[src/rtl/dskctl_pkg.sv]
// Shared constants for the disk controller register interface.
// Assumes a 32-bit data word split into four byte lanes.
package dskctl_pkg;
    localparam int WORD_W = 32;
    localparam int LANES  = WORD_W / 8;

    // Word indices with side effects; plain storage starts after them.
    localparam int IDX_CMD   = 0;
    localparam int IDX_BM    = 1;
    localparam int IDX_HRST  = 2;
    localparam int IDX_PLAIN = 3;

    // Command and control values decoded by the block.
    localparam logic [WORD_W-1:0] CMD_CLEAR_RESET = 32'h0009_0000;
    localparam logic [WORD_W-1:0] BM_RESET_REQ    = 32'h1000_0000;
    localparam logic [WORD_W-1:0] BM_MECH_ACK     = 32'h0100_0000;
    localparam logic [WORD_W-1:0] HARD_RESET_KEY  = 32'hAAAA_0000;
    localparam logic [WORD_W-1:0] STAT_RESET_ONLY = 32'h0040_0000;

    // Bit positions used by the side effects.
    localparam int ST_MECH_IRQ = 25;
    localparam int ST_RESET    = 22;
    localparam int BM_INTMASK  = 29;

    typedef struct packed {
        logic cmd;
        logic bm;
        logic hrst;
    } wr_strobe_t;

    // Byte-lane merge of new data into an old word.
    function automatic logic [WORD_W-1:0] merge_lanes(
        input logic [WORD_W-1:0] old_w,
        input logic [WORD_W-1:0] new_w,
        input logic [LANES-1:0]  be
    );
        logic [WORD_W-1:0] r;
        for (int i = 0; i < LANES; i++) begin
            r[i*8 +: 8] = be[i] ? new_w[i*8 +: 8] : old_w[i*8 +: 8];
        end
        return r;
    endfunction
endpackage

[src/rtl/dskctl_decode.sv]
// Address decode: turns a write request into one strobe per target.
// Assumes NUM_REGS > IDX_PLAIN; addresses at or above NUM_REGS are dropped.
module dskctl_decode
    import dskctl_pkg::*;
#(
    parameter int NUM_REGS = 8,
    localparam int AW = $clog2(NUM_REGS)
) (
    input  logic                clk,
    input  logic                rst_n,
    input  logic                wr_en,
    input  logic [AW-1:0]       addr,
    output wr_strobe_t          strobe,
    output logic [NUM_REGS-1:0] plain_we
);
    // Decode the special words.
    always_comb begin
        strobe.cmd  = wr_en && (int'(addr) == IDX_CMD);
        strobe.bm   = wr_en && (int'(addr) == IDX_BM);
        strobe.hrst = wr_en && (int'(addr) == IDX_HRST);
    end

    // One write enable per plain word.
    always_comb begin
        for (int i = 0; i < NUM_REGS; i++) begin
            plain_we[i] = wr_en && (int'(addr) == i) && (i >= IDX_PLAIN);
        end
    end


    strobe_onehot_chk: assert property (@(posedge clk) disable iff (!rst_n)
        $onehot0({strobe.cmd, strobe.bm, strobe.hrst, plain_we}));
endmodule

[src/rtl/dskctl_status.sv]
// Command/status word, host interrupt level and key-error flag.
// Assumes at most one strobe per cycle (single write port).
module dskctl_status
    import dskctl_pkg::*;
(
    input  logic              clk,
    input  logic              rst_n,
    input  wr_strobe_t        strobe,
    input  logic [WORD_W-1:0] wdata,
    output logic [WORD_W-1:0] status_q,
    output logic              irq_q,
    output logic              key_err_q
);
    logic key_ok;
    assign key_ok = (wdata == HARD_RESET_KEY);

    // Status word: commands set flags, hard reset overwrites, ack clears.
    always_ff @(posedge clk) begin
        if (!rst_n) begin
            status_q <= '0;
        end else if (strobe.hrst && key_ok) begin
            status_q <= STAT_RESET_ONLY;
        end else if (strobe.cmd) begin
            status_q[ST_MECH_IRQ] <= 1'b1;
            if (wdata == CMD_CLEAR_RESET) status_q[ST_RESET] <= 1'b0;
        end else if (strobe.bm && (wdata == BM_MECH_ACK)) begin
            status_q[ST_MECH_IRQ] <= 1'b0;
        end
    end

    // Interrupt level: raised by any command, dropped by any control write.
    always_ff @(posedge clk) begin
        if (!rst_n)          irq_q <= 1'b0;
        else if (strobe.cmd) irq_q <= 1'b1;
        else if (strobe.bm)  irq_q <= 1'b0;
    end

    // Sticky flag for a hard-reset write with the wrong key.
    always_ff @(posedge clk) begin
        if (!rst_n)                       key_err_q <= 1'b0;
        else if (strobe.hrst && !key_ok)  key_err_q <= 1'b1;
    end


    cmd_raises_irq_chk: assert property (@(posedge clk) disable iff (!rst_n)
        strobe.cmd |=> irq_q && status_q[ST_MECH_IRQ]);

    clear_reset_chk: assert property (@(posedge clk) disable iff (!rst_n)
        strobe.cmd && wdata == CMD_CLEAR_RESET |=> !status_q[ST_RESET]);

    bm_drops_irq_chk: assert property (@(posedge clk) disable iff (!rst_n)
        strobe.bm |=> !irq_q);

    mech_ack_chk: assert property (@(posedge clk) disable iff (!rst_n)
        strobe.bm && wdata == BM_MECH_ACK |=> !status_q[ST_MECH_IRQ]);

    hard_reset_chk: assert property (@(posedge clk) disable iff (!rst_n)
        strobe.hrst && key_ok |=> status_q == STAT_RESET_ONLY && $stable(irq_q));

    bad_key_ignored_chk: assert property (@(posedge clk) disable iff (!rst_n)
        strobe.hrst && !key_ok |=> $stable(status_q) && key_err_q);

    key_err_sticky_chk: assert property (@(posedge clk) disable iff (!rst_n)
        key_err_q |=> key_err_q);

    irq_level_chk: assert property (@(posedge clk) disable iff (!rst_n)
        irq_q && !strobe.bm |=> irq_q);
endmodule

[src/rtl/dskctl_bmctl.sv]
// Buffer-manager control word: two decoded values, otherwise masked storage.
// Assumes the interrupt side effects of these writes live in dskctl_status.
module dskctl_bmctl
    import dskctl_pkg::*;
(
    input  logic              clk,
    input  logic              rst_n,
    input  logic              we,
    input  logic [WORD_W-1:0] wdata,
    input  logic [LANES-1:0]  byte_en,
    output logic [WORD_W-1:0] bm_q
);
    // Control word update.
    always_ff @(posedge clk) begin
        if (!rst_n) begin
            bm_q <= '0;
        end else if (we) begin
            if (wdata == BM_RESET_REQ)     bm_q[BM_INTMASK] <= 1'b0;
            else if (wdata != BM_MECH_ACK) bm_q <= merge_lanes(bm_q, wdata, byte_en);
        end
    end


    bm_reset_chk: assert property (@(posedge clk) disable iff (!rst_n)
        we && wdata == BM_RESET_REQ |=>
            !bm_q[BM_INTMASK] && $stable(bm_q[BM_INTMASK-1:0]) && $stable(bm_q[WORD_W-1:BM_INTMASK+1]));

    bm_ack_keeps_chk: assert property (@(posedge clk) disable iff (!rst_n)
        we && wdata == BM_MECH_ACK |=> $stable(bm_q));
endmodule

[src/rtl/dskctl_word.sv]
// One plain storage word with byte-lane write enables.
module dskctl_word
    import dskctl_pkg::*;
(
    input  logic              clk,
    input  logic              rst_n,
    input  logic              we,
    input  logic [WORD_W-1:0] wdata,
    input  logic [LANES-1:0]  byte_en,
    output logic [WORD_W-1:0] q
);
    // Masked storage update.
    always_ff @(posedge clk) begin
        if (!rst_n)  q <= '0;
        else if (we) q <= merge_lanes(q, wdata, byte_en);
    end

    for (genvar l = 0; l < LANES; l++) begin : g_lane_chk

        lane_hold_chk: assert property (@(posedge clk) disable iff (!rst_n)
            we && !byte_en[l] |=> $stable(q[l*8 +: 8]));

        lane_write_chk: assert property (@(posedge clk) disable iff (!rst_n)
            we && byte_en[l] |=> q[l*8 +: 8] == $past(wdata[l*8 +: 8]));
    end
endmodule

[src/rtl/dskctl_regs.sv]
// Top of the disk controller register interface: decode, status and control
// words, plain storage and a registered read port with one cycle latency.
// Assumes one access port; a read sees the state from before its own edge.
module dskctl_regs
    import dskctl_pkg::*;
#(
    parameter int NUM_REGS = 8,
    localparam int AW = $clog2(NUM_REGS)
) (
    input  logic              clk,
    input  logic              rst_n,
    input  logic              wr_en,
    input  logic              rd_en,
    input  logic [AW-1:0]     addr,
    input  logic [31:0]       wdata,
    input  logic [3:0]        byte_en,
    output logic [31:0]       rdata,
    output logic              rd_valid,
    output logic              host_irq,
    output logic              key_err
);
    wr_strobe_t          strobe;
    logic [NUM_REGS-1:0] plain_we;
    logic [WORD_W-1:0]   status_q;
    logic [WORD_W-1:0]   bm_q;
    logic [WORD_W-1:0]   plain_q [NUM_REGS];
    logic [WORD_W-1:0]   rd_word;

    dskctl_decode #(.NUM_REGS(NUM_REGS)) u_decode (
        .clk(clk), .rst_n(rst_n), .wr_en(wr_en), .addr(addr),
        .strobe(strobe), .plain_we(plain_we)
    );

    dskctl_status u_status (
        .clk(clk), .rst_n(rst_n), .strobe(strobe), .wdata(wdata),
        .status_q(status_q), .irq_q(host_irq), .key_err_q(key_err)
    );

    dskctl_bmctl u_bmctl (
        .clk(clk), .rst_n(rst_n), .we(strobe.bm), .wdata(wdata),
        .byte_en(byte_en), .bm_q(bm_q)
    );

    for (genvar i = 0; i < NUM_REGS; i++) begin : g_plain
        if (i >= IDX_PLAIN) begin : g_word
            dskctl_word u_word (
                .clk(clk), .rst_n(rst_n), .we(plain_we[i]), .wdata(wdata),
                .byte_en(byte_en), .q(plain_q[i])
            );
        end else begin : g_none
            logic unused_we;
            assign unused_we  = plain_we[i];
            assign plain_q[i] = '0;
        end
    end

    // Read mux over the current register state.
    always_comb begin
        if (int'(addr) == IDX_CMD)        rd_word = status_q;
        else if (int'(addr) == IDX_BM)    rd_word = bm_q;
        else if (int'(addr) >= NUM_REGS)  rd_word = '0;
        else                              rd_word = plain_q[addr];
    end

    // Registered read response.
    always_ff @(posedge clk) begin
        if (!rst_n) begin
            rdata    <= '0;
            rd_valid <= 1'b0;
        end else begin
            rd_valid <= rd_en;
            if (rd_en) rdata <= rd_word;
        end
    end


    read_latency_chk: assert property (@(posedge clk) disable iff (!rst_n)
        rd_en |=> rd_valid);

    read_idle_chk: assert property (@(posedge clk) disable iff (!rst_n)
        !rd_en |=> !rd_valid);
endmodule

[config.mk]
export PLATFORM = sky130hd
export DESIGN_NAME = dskctl_regs
export DESIGN_NICKNAME = d
export VERILOG_FILES = /design/src/rtl/dskctl_pkg.sv /design/src/rtl/dskctl_decode.sv /design/src/rtl/dskctl_status.sv /design/src/rtl/dskctl_bmctl.sv /design/src/rtl/dskctl_word.sv /design/src/rtl/dskctl_regs.sv
export SDC_FILE = /design/constraint.sdc
export NUM_CORES = 1
export LEC_CHECK = 0
export BUFFER_PORTS_ARGS = -buffer_cell sky130_fd_sc_hd__clkbuf_2
export CAP_MARGIN = 0
export CORE_UTILIZATION = 30
export DETAILED_ROUTE_END_ITERATION = 8
export GPL_TIMING_DRIVEN = 0
export PLACE_DENSITY = 0.54
export SLEW_MARGIN = 20
export SYNTH_ARGS = -nofsm -noshare
export SYNTH_HDL_FRONTEND = slang
export SYNTH_SLANG_ARGS = --single-unit
[constraint.sdc]
create_clock -name clk -period 3.2 [get_ports clk]
set_clock_uncertainty 0.15 [all_clocks]
set_input_delay 0.32 -clock clk [delete_from_list [all_inputs] [get_ports clk]]
set_output_delay 0.32 -clock clk [all_outputs]
set_load 0.005 [all_outputs]
-- Word level (Yosys, flattened, before mapping)
Cells that the tools add are included.
- register bits: 229
- input bits: 43
- word-level logic and storage cells: 111
- $lt $le $gt $ge: 1
- equal/unequal tests: 12
- mux-type cells: 18
- bitwise gates (word level): 3
- reduce and logical (&&, ||, !) cells: 46
- operator list (kind ; number):
    32-bit two-way mux ; 4
    32-bit binary-select mux with 3-bit select ; 1
    2-bit AND reduction ; 21
    32-bit by 20-bit equality test with 1-bit output (second input constant) ; 1
    32-bit by 25-bit equality test with 1-bit output (second input constant) ; 1
    32-bit by 29-bit equality test with 1-bit output (second input constant) ; 1
    32-bit equality test (second input constant) ; 1
    32-bit by 25-bit inequality test with 1-bit output (second input constant) ; 1
    30-bit two-way mux ; 1
    8-bit two-way mux ; 3
    4-bit AND reduction ; 4
    3-bit equality test (second input constant) ; 4
    2-bit nonzero test ; 6
    1-bit logical AND ; 11
    1-bit two-way mux ; 8
    3-bit by 2-bit equality test with 1-bit output (second input constant) ; 2
    6-bit two-way mux ; 1
    4-bit >= comparator (second input constant) ; 1
    3-bit NOT with 4-bit output ; 1
    3-bit by 1-bit equality test with 1-bit output (second input constant) ; 1
    3-bit zero test ; 1
    3-bit AND reduction ; 1
    1-bit NOT ; 2
    2-bit OR reduction ; 1
    1-bit zero test ; 1

-- Logic depth before layout (Yosys ltp)
Gate-level depths: netlist (run 1).
- depth in word-level cells: 6
- depth in mapped cells: 7

-- Cells and area by module
A second synthesis (run 1) with hierarchy kept.
- cells, all modules: 1326
- area total of the unflattened synthesis: 12199.2 µm²
- by module, submodules not included (module ; instances ; cells an instance ; area each (µm²) ; seq. area each (µm²)):
    dskctl_word ; 5 ; 151 ; 1426.4 ; 640.6
    dskctl_regs ; 1 ; 328 ; 2892.8 ; 660.6
    dskctl_bmctl ; 1 ; 165 ; 1536.5 ; 640.6
    dskctl_status ; 1 ; 66 ; 515.5 ; 80.1
    dskctl_decode ; 1 ; 12 ; 122.6 ; 0.0

-- Least setup slack after synthesis (run 1)
No wires, ideal clock.
- path kind: input port to flip-flop
- start point: in wdata[30]
- end point: reg u_bmctl.bm_q[28]
- setup time: 0.119 ns
- arrival: 1.796 ns
- data required time: 2.931 ns
- path slack: 1.135 ns
- stages on the path: 5
- path buffers: 0
- path through: or4_4 -> nand4b_1 -> nor3_1 -> a21oi_1 -> o221a_2
- word-level cells in the longest chain between the ends: 3
- RTL lines (what ; line ; text):
    start, declared ; dskctl_regs.sv:15 ; input logic [31:0] wdata,
    32-bit by 29-bit equality test with 1-bit output ; dskctl_bmctl.sv:18 ; if (wdata == BM_RESET_REQ) bm_q[BM_INTMASK] <= 1'b0;
    1-bit NOT (no line) ; -- ;
    4-bit AND reduction (no line) * ; -- ;
    end signal, assigned ; dskctl_bmctl.sv:19 ; else if (wdata != BM_MECH_ACK) bm_q <= merge_lanes(bm_q, wdata, byte_en);
    end, declared ; dskctl_bmctl.sv:11 ; output logic [WORD_W-1:0] bm_q
Every way passes the cells marked *; elsewhere a longest branch is shown, timed or not.
A chain may end at the register's enable or synchronous reset.

-- Worst setup path in the final report (run 1)
- start point: in wdata[14]
- end point: reg u_bmctl.bm_q[16]
Same word-level chain as after synthesis.

==> impl_metrics.yaml, run 1 <==
synthesis:
  yosys-top-cells-area: "dfxtp_1 (46%), nand2_1 (9.4%), a21oi_1 (8.1%)"
  ys.flop_type: "dfxtp_1"
  synth_area_per_cell_um2: 8.66
  synth-compound-area-share_pct: 13.6
  ys_ff_latch: 229
  syn_inst: 1157
  synth_top_family_by_area: "simple AND/OR/NAND/NOR gates"
  synth.top_cell.area_share_pct: 45.7
  synthTopCellsByCount: "nand2_1 (250), dfxtp_1 (229), a21oi_1 (163), nand3_1 (163), clkbuf_1 (78)"
  ys_types: 38
  synth_xor_area_share_pct: 0
  synth_fa_ha_area_share_pct: 0
  yosysMostFrequentCell: "nand2_1"
  synth-edff-count: 0
  seq_area_frac_synth_pct: 45.7
  synth_top_cell_by_area: "dfxtp_1"
  synthSimpleGateAreaFrac_pct: 21.6
  async_flop_share_pct: 0
  yosysWarnings: 0
  synth_nets: 1200
  syn-cell-area_um2: 10000
  synth.mux.area_fraction_pct: 13.9
clocking:
  clock_path_buffers: 3
  cts_htree_levels: 1
  post_cts_buffers: 0
  ctsHoldBuffers: 14
  cts_root_buf: "clkbuf_16"
  clock_sinks: 229
  clk_latency_ns: 0.53
  cts_resized: 0
  cts.clk_slew.worst_paths_ns: 0.06
  cts_tree: "built"
  cts_buffers: 25
sta:
  max_freq_mhz: 342
  timing.final.crit_share_pct: 91.3
  hold_viol: 0
  worst_slew_pin_slew_ns: 0.871
  min_period_ns: 2.92
  setup_tns_ns: 0
  setup_violations: 0
  drv_slew: 0
  grt_setup_unrepaired: "no"
  slew_headroom_pct: 41.9
route:
  vias: 9125
  drt-pass1-iter-count: 5
  wirelength_mm: 35.6
  routedWlPerCell_um: 20.7
  final_antenna_net_count: 0
  drcViolationCount: 0
  drt_iter0_markers: 890
  routed_via_density: 5.31
run:
  drv_cap: 0
worst_setup_path:
  r2r_cells: 5
  critPathBufInv: 2
  cp-start-kind: "primary input"
  worstReg2RegEnd: "rdata[22]"
  critPathRequiredTime_ns: 3.43
  crit_type: "in2reg"
  worstPathCellList: "dlygate4sd3_1 -> clkbuf_2 -> nor4_1 -> nand4_1 -> nor4_4 -> nor2_2 -> mux2i_1"
  cp_max_fo: 8
  r2r_slack_ns: 1.60
  reg2reg_from: "g_plain[7].g_word.u_word.q[22]"
  critPathArrivalTime_ns: 3.15
  crit_path_max_incr_delay_ns: 0.61
  crit_slowest_cell: "nor4_4"
  endpoint_kind: "flip-flop"
  path_delay_family: "simple AND/OR/NAND/NOR gates"
global_routing:
  grt_pass1_wl_mm: 54.4
  grt_pass1_vias: 8850
  grt_max_degree: 14
  antenna_found_initial: 0
  track_usage_pct: 21.2
  overflow: 0
place:
  port_buffers: 61
  globalplace.congestion: 0.874
  dp_hpwl_mm: 25.1
  place_inst: 1660
die:
  die_area_um2: 34100
  ioPinCount: 78
  placementRows: 66
  initial_core_util_pct: 30.6
  die_w_um: 185
  fp.dieH_um: 185
  coreArea_um2: 32700
pwr:
  ir_drop_mv: 0.322
  pwr-share-comb_pct: 8.5
  clock_power_share_pct: 46.3
  p_sw_mw: 1.62
  p_int_mw: 4.87
  leakage_nw: 3.91
  powerDensity_nw_per_um2: 547
  seq_power_share_pct: 45.2
  switching_share_pct: 25.0
finish:
  areaGrowthSynthToFinish_pct: 18.4
  stdcell_count: 1718
  fin_nets: 1302
  drive_gt1_share_pct: 15.0
  antennaDiodeCount: 0
hold_path:
  min_from: "wdata[22]"
  whs_path_depth: 3
  hp-class: "in2reg"
  hold_end: "u_bmctl.bm_q[22]"
outcome:
  outcome: "completed"
placed cells by master (no fill, tap or decap), drive strengths merged, types with 2 or more instances in the layout:
master	n
nor3	7
nor2b	3
mux2	31
nor2	48
bufinv	2
nand3	163
nand4	4
buf	18
mux4	32
dlygate4sd3	14
mux2i	32
dfxtp	229
nor4	6
a21oi	163
nand4b	2
clkinv	4
o21ai	6
bufbuf	6
a22oi	32
nand2b	2
inv	3
nand2	250
clkbuf	176
a211oi	30
or3	2
cell type report:
| cell class | instances | area [um2] |
|---|---|---|
| Tap cell | 442 | 553 |
| Buffer | 102 | 507 |
| Clock buffer | 37 | 761 |
| Fill cell | 3479 | 20800 |
| Timing Repair Buffer | 75 | 445 |
| Multi-Input combinational cell | 823 | 4920 |
| Sequential cell | 229 | 4580 |
| Inverter | 3 | 11.3 |
| Clock inverter | 7 | 87.6 |
registers in the layout, summed over array words and instances (netlist names):
signal,count
rd_valid,1
u_status.key_err_q,1
g_plain.g_word.u_word.q,160
u_status.irq_q,1
u_status.status_q,2
rdata,32
u_bmctl.bm_q,32
per-layer routing:
metal  GRT usage [%]  wire, um  up-vias
met1            30.0     16500     4443
met4            5.95       869        0
met5               0         0        -
met2            32.8     15800      344
met3            3.66      2530       48
li1                -         -     4290
how the worst max path moves through the flow:
stage               cells past startpoint                        endpoint      start  slack [ns]
detailed placement                      7  g_plain[7].g_word.u_word.q[20]    addr[2]        0.23
CTS                                     7                u_bmctl.bm_q[16]  wdata[14]        0.38
finish                                  7                u_bmctl.bm_q[16]  wdata[14]        0.28
global placement                        7  g_plain[7].g_word.u_word.q[22]    addr[2]        0.24
global route                            7                u_bmctl.bm_q[15]  wdata[14]        0.28
floorplan                               5                u_bmctl.bm_q[28]  wdata[30]        1.13
power by group through the flow:
stage	Combinational, mW	Sequential [mW]	Clock, mW
after CTS	0.547	2.93	3.03
final	0.551	2.93	3.00
after floorplan	0.302	2.99	0
after global placement	0.526	3.00	0
after detailed placement	0.530	3.00	0
after global routing	0.594	2.94	3.13
worst reg2reg max path: cells and delay by family, from the launching register on:
family | cells | cell delay, ns
mux | 2 | 0.71
flops | 1 | 0.32
simple gates | 2 | 0.14
compound gates | 1 | 0.15
cell families after synthesis:
family          after synthesis
compound gates              237
simple gates                491
buf+inv                     105
flops                       229
mux                          95
through the flow:
stage               hold WS [ns]  cell area (um2)  worst slack, ns  util [%]  total power, mW
floorplan                  0.282            10000             1.13         -             3.29
global placement           0.288            10900            0.239      33.3             3.52
detailed placement         0.294            10900            0.232      33.3             3.53
CTS                      0.00199            11900            0.380      36.3             6.51
global route              0.0314            11900            0.276      36.3             6.67
finish                    0.0174            11900            0.280      36.3             6.49
Note: power is estimated with default switching activity, not from simulation.
==> inputs of run 2 (changes only) <==
--- a/config.mk
+++ b/config.mk
@@ -7,10 +7,10 @@
 export LEC_CHECK = 0
 export BUFFER_PORTS_ARGS = -buffer_cell sky130_fd_sc_hd__clkbuf_2
 export CAP_MARGIN = 0
-export CORE_UTILIZATION = 30
+export CORE_UTILIZATION = 56
 export DETAILED_ROUTE_END_ITERATION = 8
 export GPL_TIMING_DRIVEN = 0
-export PLACE_DENSITY = 0.54
+export PLACE_DENSITY = 0.83
 export SLEW_MARGIN = 20
 export SYNTH_ARGS = -nofsm -noshare
 export SYNTH_HDL_FRONTEND = slang
==> run 2 against run 1 <==
The run now ends with negative hold slack left; first-iteration DRC count rose by 58%; total power shrank 2.8%; sequential power barely moved; flip-flop and latch count unchanged; sequential share of layout area rose by 1.1 points; hold slack lost 0.018 ns; critical path type unchanged; largest cell class unchanged; largest power group is now sequential cells.
==> impl_metrics.yaml, run 2 (synthesized netlist as in run 1, its figures left out) <==
outcome:
  outcome: "complete, but fails checks"
  violations: "negative hold slack"
sta:
  setup_violations: 0
  worst_slew_pin_slew_ns: 0.876
  min_period_ns: 2.77
  timing.final.crit_share_pct: 86.6
  max_freq_mhz: 361
  holdWs_ns: -0.000471
  grt_setup_unrepaired: "no"
  drv_slew: 0
  setup_tns_ns: 0
  slew_headroom_pct: 41.4
  hold_viol: 1
clocking:
  clk_latency_ns: 0.53
  cts_buffers: 24
  clock_path_buffers: 3
  cts.clk_slew.worst_paths_ns: 0.06
  cts_htree_levels: 1
  cts_tree: "built"
  cts_resized: 0
  clock_sinks: 229
  cts_root_buf: "clkbuf_16"
pwr:
  power_mw: 6.31
  switching_share_pct: 24.5
  leakage_nw: 3.89
  clock_power_share_pct: 45.0
  powerDensity_nw_per_um2: 546
  seq_power_share_pct: 46.5
  pwr-share-comb_pct: 8.5
  p_int_mw: 4.76
  p_sw_mw: 1.54
  ir_drop_mv: 0.445
die:
  placementRows: 48
  coreArea_um2: 17400
  fp.dieH_um: 136
  die_w_um: 136
  ioPinCount: 78
  die_area_um2: 18400
  initial_core_util_pct: 57.7
finish:
  mostFrequentLayoutCell: "nand2_1"
  largest_reg_flops: 160
  fill_cells: 1396
  regMostFlops: "g_plain.g_word.u_word.q"
  drive_gt1_share_pct: 15.0
  seq_area_um2: 4580
  stdcell_count: 1499
  final_util_pct: 66.5
  antennaDiodeCount: 0
  fin_nets: 1299
  areaGrowthSynthToFinish_pct: 15.2
  mostFrequentLayoutCells: "nand2_1 (250), dfxtp_1 (229), nand3_1 (163), a21oi_1 (163), clkbuf_1 (82)"
  multi_input_area_um2: 4920
  reg_top3: "g_plain.g_word.u_word.q: 160 flops, rdata: 32 flops, u_bmctl.bm_q: 32 flops"
place:
  dp_hpwl_mm: 21.4
  globalplace.congestion: 0.966
  place_inst: 1443
  port_buffers: 61
worst_setup_path:
  cp-start-kind: "primary input"
  cp_max_fo: 8
  critPathBufInv: 2
  path_delay_family: "simple AND/OR/NAND/NOR gates"
  critPathArrivalTime_ns: 3.00
  endpoint_kind: "flip-flop"
  critPathRequiredTime_ns: 3.43
  crit_path_max_incr_delay_ns: 0.62
  crit_type: "in2reg"
  crit_slowest_cell: "nor4_4"
  worstPathCellList: "dlygate4sd3_1 -> clkbuf_2 -> nor4_1 -> nand4_1 -> nor4_4 -> nor2_2 -> mux2i_1"
global_routing:
  antenna_found_initial: 0
  grt_max_degree: 14
  overflow: 0
  track_usage_pct: 34.8
  grt_pass1_vias: 9147
  grt_pass1_wl_mm: 49.1
route:
  routed_via_density: 6.43
  wl_met2_mm: 14.4
  final_antenna_net_count: 0
  vias: 9644
  drt-met1-wl_mm: 11.9
  dr_wl_met3_mm: 3.86
  drt-pass1-iter-count: 6
  drcViolationCount: 0
  wirelength_mm: 31.7
  routedWlPerCell_um: 21.2
  drt_iter0_markers: 1403
  top_layer: "met4"
hold_path:
  hp-class: "in2reg"
run:
  drv_cap: 0
[run 2: worst paths after layout]
path / start / to / slack [ns] / depth (start not counted)
min reg2reg: g_plain[5].g_word.u_word.q[24] / g_plain[5].g_word.u_word.q[24] / 0.30 / 2
min: wdata[16] / g_plain[3].g_word.u_word.q[16] / -0.0005 / 3
max: wdata[0] / u_bmctl.bm_q[9] / 0.43 / 7
max reg2reg: g_plain[7].g_word.u_word.q[22] / rdata[22] / 1.64 / 5
[run 2: repair_timing]
action / CTS / global route
hold buffers: 12 / 0
buffers inserted: 0 / 0
endpoints found under the hold margin: 45 / 0
[run 2: final cells by class]
| type | instances | area share, % |
|---|---|---|
| Clock buffer | 37 | 6.50 |
| Inverter | 3 | 0.0976 |
| Tap cell | 225 | 2.44 |
| Timing Repair Buffer | 73 | 3.69 |
| Sequential cell | 229 | 39.7 |
| Multi-Input combinational cell | 823 | 42.6 |
| Buffer | 102 | 4.39 |
| Clock inverter | 7 | 0.542 |
[run 2: power groups by stage]
| stage | logic, mW | clock network (mW) | registers (mW) |
|---|---|---|---|
| after floorplan | 0.302 | 0 | 2.99 |
| after global placement | 0.494 | 0 | 2.99 |
| after detailed placement | 0.500 | 0 | 3.00 |
| after CTS | 0.516 | 2.84 | 2.93 |
| after global routing | 0.563 | 2.94 | 2.94 |
| final | 0.535 | 2.84 | 2.93 |
[run 2: per-stage QoR]
| step | setup WS (ns) | area, um2 |
|---|---|---|
| detailed placement | 0.399 | 10600 |
| global placement | 0.430 | 10600 |
| finish | 0.428 | 11500 |
| CTS | 0.528 | 11500 |
| global route | 0.387 | 11500 |
| floorplan | 1.13 | 10000 |
[run 2: worst min-delay path, stage by stage]
cell and delay (ns):
buf_2 0.17, nand3_1 0.08, a21oi_1 0.05
[run 2: metal layers]
layer | vias to the layer above | GRT usage (%)
li1 | 4288 | -
met5 | - | 0
met4 | 0 | 17.3
met1 | 4528 | 44.2
met2 | 695 | 55.5
met3 | 133 | 7.86
==> inputs of run 3 (changes only) <==
--- a/config.mk
+++ b/config.mk
@@ -7,10 +7,10 @@
 export LEC_CHECK = 0
 export BUFFER_PORTS_ARGS = -buffer_cell sky130_fd_sc_hd__clkbuf_2
 export CAP_MARGIN = 0
-export CORE_UTILIZATION = 56
+export CORE_UTILIZATION = 40
 export DETAILED_ROUTE_END_ITERATION = 8
 export GPL_TIMING_DRIVEN = 0
-export PLACE_DENSITY = 0.83
+export PLACE_DENSITY = 0.65
 export SLEW_MARGIN = 20
 export SYNTH_ARGS = -nofsm -noshare
 export SYNTH_HDL_FRONTEND = slang
==> run 3 against run 2 <==
The run still ends with negative hold slack left; global-route usage shrank 9.2 points; utilization is 19 points lower; combinational power about the same; hold slack barely moved; critical path depth unchanged; clock power up 4%; maximum frequency decreased by 2.7%; die area grew 39%; total power is 1.8% higher; critical path type unchanged; critical endpoint is now u_bmctl.bm_q[17].
==> impl_metrics.yaml, run 3 (synthesized netlist as in run 1, its figures left out) <==
worst_setup_path:
  crit_path_end: "u_bmctl.bm_q[17]"
  r2r_cells: 5
  reg2reg_from: "g_plain[7].g_word.u_word.q[22]"
  worstReg2RegEnd: "rdata[22]"
  critPathBufInv: 2
  endpoint_kind: "flip-flop"
  critPathArrivalTime_ns: 3.07
  crit_slowest_cell: "nor4_4"
  cp_num_cells: 7
  cp-start-kind: "primary input"
  startpoint: "wdata[14]"
  r2r_slack_ns: 1.62
  critPathRequiredTime_ns: 3.42
  crit_path_max_incr_delay_ns: 0.66
  path_delay_family: "simple AND/OR/NAND/NOR gates"
  crit_type: "in2reg"
  worstPathCellList: "dlygate4sd3_1 -> clkbuf_2 -> nor4_1 -> nand4_1 -> nor4_4 -> nor2_2 -> mux2i_1"
  cp_max_fo: 8
sta:
  worst_slew_pin_slew_ns: 0.924
  grt_setup_unrepaired: "no"
  fin_ws_ns: 0.352
  min_period_ns: 2.85
  hold_viol: 1
  holdWs_ns: -0.000507
  slew_headroom_pct: 38.4
  setup_tns_ns: 0
  setup_violations: 0
  timing.final.crit_share_pct: 89.0
  drv_slew: 0
  max_freq_mhz: 351
finish:
  drive_gt1_share_pct: 14.9
  areaGrowthSynthToFinish_pct: 15.8
  largest_reg_flops: 160
  antennaDiodeCount: 0
  fin_area_um2: 11600
  final_util_pct: 47.5
  fill_cells: 2361
  fin_nets: 1293
  mostFrequentLayoutCell: "nand2_1"
  mostFrequentLayoutCells: "nand2_1 (250), dfxtp_1 (229), nand3_1 (163), a21oi_1 (163), clkbuf_1 (84)"
  reg_top3: "g_plain.g_word.u_word.q: 160 flops, rdata: 32 flops, u_bmctl.bm_q: 32 flops"
  regMostFlops: "g_plain.g_word.u_word.q"
place:
  port_buffers: 61
  pre_cts_ws_ns: 0.266
  globalplace.congestion: 0.921
  dp_hpwl_mm: 23.0
  dpl_cell_area_um2: 10700
route:
  drt-met1-wl_mm: 14.3
  drt-pass1-iter-count: 5
  routedWlPerCell_um: 20.8
  final_antenna_net_count: 0
  dr_wl_met3_mm: 2.97
  routed_via_density: 5.81
  drcViolationCount: 0
  vias: 9245
  wirelength_mm: 33.2
  top_layer: "met4"
  drt_iter0_markers: 994
  wl_met2_mm: 14.9
clocking:
  cts_resized: 0
  cts_root_buf: "clkbuf_16"
  cts_buffers: 25
  cts_tree: "built"
  clock_path_buffers: 3
  cts.clk_slew.worst_paths_ns: 0.06
  clk_latency_ns: 0.52
  post_cts_buffers: 0
  cts_htree_levels: 1
  clock_sinks: 229
die:
  fp.dieH_um: 160
  ioPinCount: 78
  coreArea_um2: 24500
  placementRows: 57
  initial_core_util_pct: 41.0
  die_w_um: 160
  die_area_um2: 25700
run:
  drv_cap: 0
pwr:
  leakage_nw: 3.86
  ir_drop_mv: 0.359
  powerDensity_nw_per_um2: 553
global_routing:
  overflow: 0
  grt_pass1_wl_mm: 50.9
  track_usage_pct: 25.6
  grt_pass1_vias: 8550
  antenna_found_initial: 0
  grt_max_degree: 14
outcome:
  violations: "negative hold slack"
  outcome: "complete, but fails checks"
hold_path:
  hp-class: "in2reg"
-- run 3: changes by cell type in the layout (fill, tap and decap cells not counted), sizes merged --
| cell | change |
|---|---|
| dlygate4sd3 | -7 |
| bufinv | +2 |
| clkbuf | -2 |
-- run 3: cell type report --
type | instances | area [um2] | area share [%]
Clock buffer | 35 | 703 | 6.06
Timing Repair Buffer | 66 | 355 | 3.06
Multi-Input combinational cell | 823 | 4920 | 42.4
Tap cell | 324 | 405 | 3.49
Buffer | 102 | 507 | 4.37
Sequential cell | 229 | 4580 | 39.5
Clock inverter | 9 | 123 | 1.06
Inverter | 3 | 11.3 | 0.0970
-- run 3: worst min path at each step --
stage / start / to / slack [ns] / depth (start not counted)
finish: wdata[0] / g_plain[5].g_word.u_word.q[0] / -0.0005 / 3
global placement: g_plain[3].g_word.u_word.q[30] / g_plain[3].g_word.u_word.q[30] / 0.29 / 2
floorplan: u_bmctl.bm_q[0] / u_bmctl.bm_q[0] / 0.28 / 2
global route: wdata[4] / g_plain[5].g_word.u_word.q[4] / 0.02 / 3
detailed placement: g_plain[3].g_word.u_word.q[22] / g_plain[3].g_word.u_word.q[22] / 0.29 / 2
CTS: wdata[1] / g_plain[7].g_word.u_word.q[1] / 0.002 / 3
-- run 3: per-layer routing --
metal  vias to the layer above  GRT usage (%)
li1                       4286              -
met3                        62           4.55
met5                         -              0
met1                      4443           35.6
met2                       454           40.0
met4                         0           8.79
-- run 3: through the flow --
stage	hold WS [ns]	instances	power (mW)
after CTS	0.00181	1591	6.41
after floorplan	0.282	1157	3.29
after global placement	0.288	1542	3.51
after detailed placement	0.294	1542	3.52
final	-0.000507	1591	6.42
after global routing	0.0196	1591	6.57
-- run 3: worst reg2reg max path: cells and delay by family, from the launching register on --
| family | cells | cell delay (ns) |
|---|---|---|
| and+or+nand+nor | 2 | 0.16 |
| AOI/OAI and AO/OA | 1 | 0.14 |
| DFF | 1 | 0.32 |
| muxes | 2 | 0.69 |
-- run 3: where the power goes --
part	leakage [nW]	switching (mW)	internal, mW
sequential	1.85	0.0290	2.90
combinational	1.60	0.374	0.162
clock	0.406	1.18	1.77
-- run 3: timing repair --
item | 4_1_cts | 5_1_grt
hold buffers | 5 | 0
setup endpoints to repair | 0 | 0
hold endpoints to repair | 18 | 0
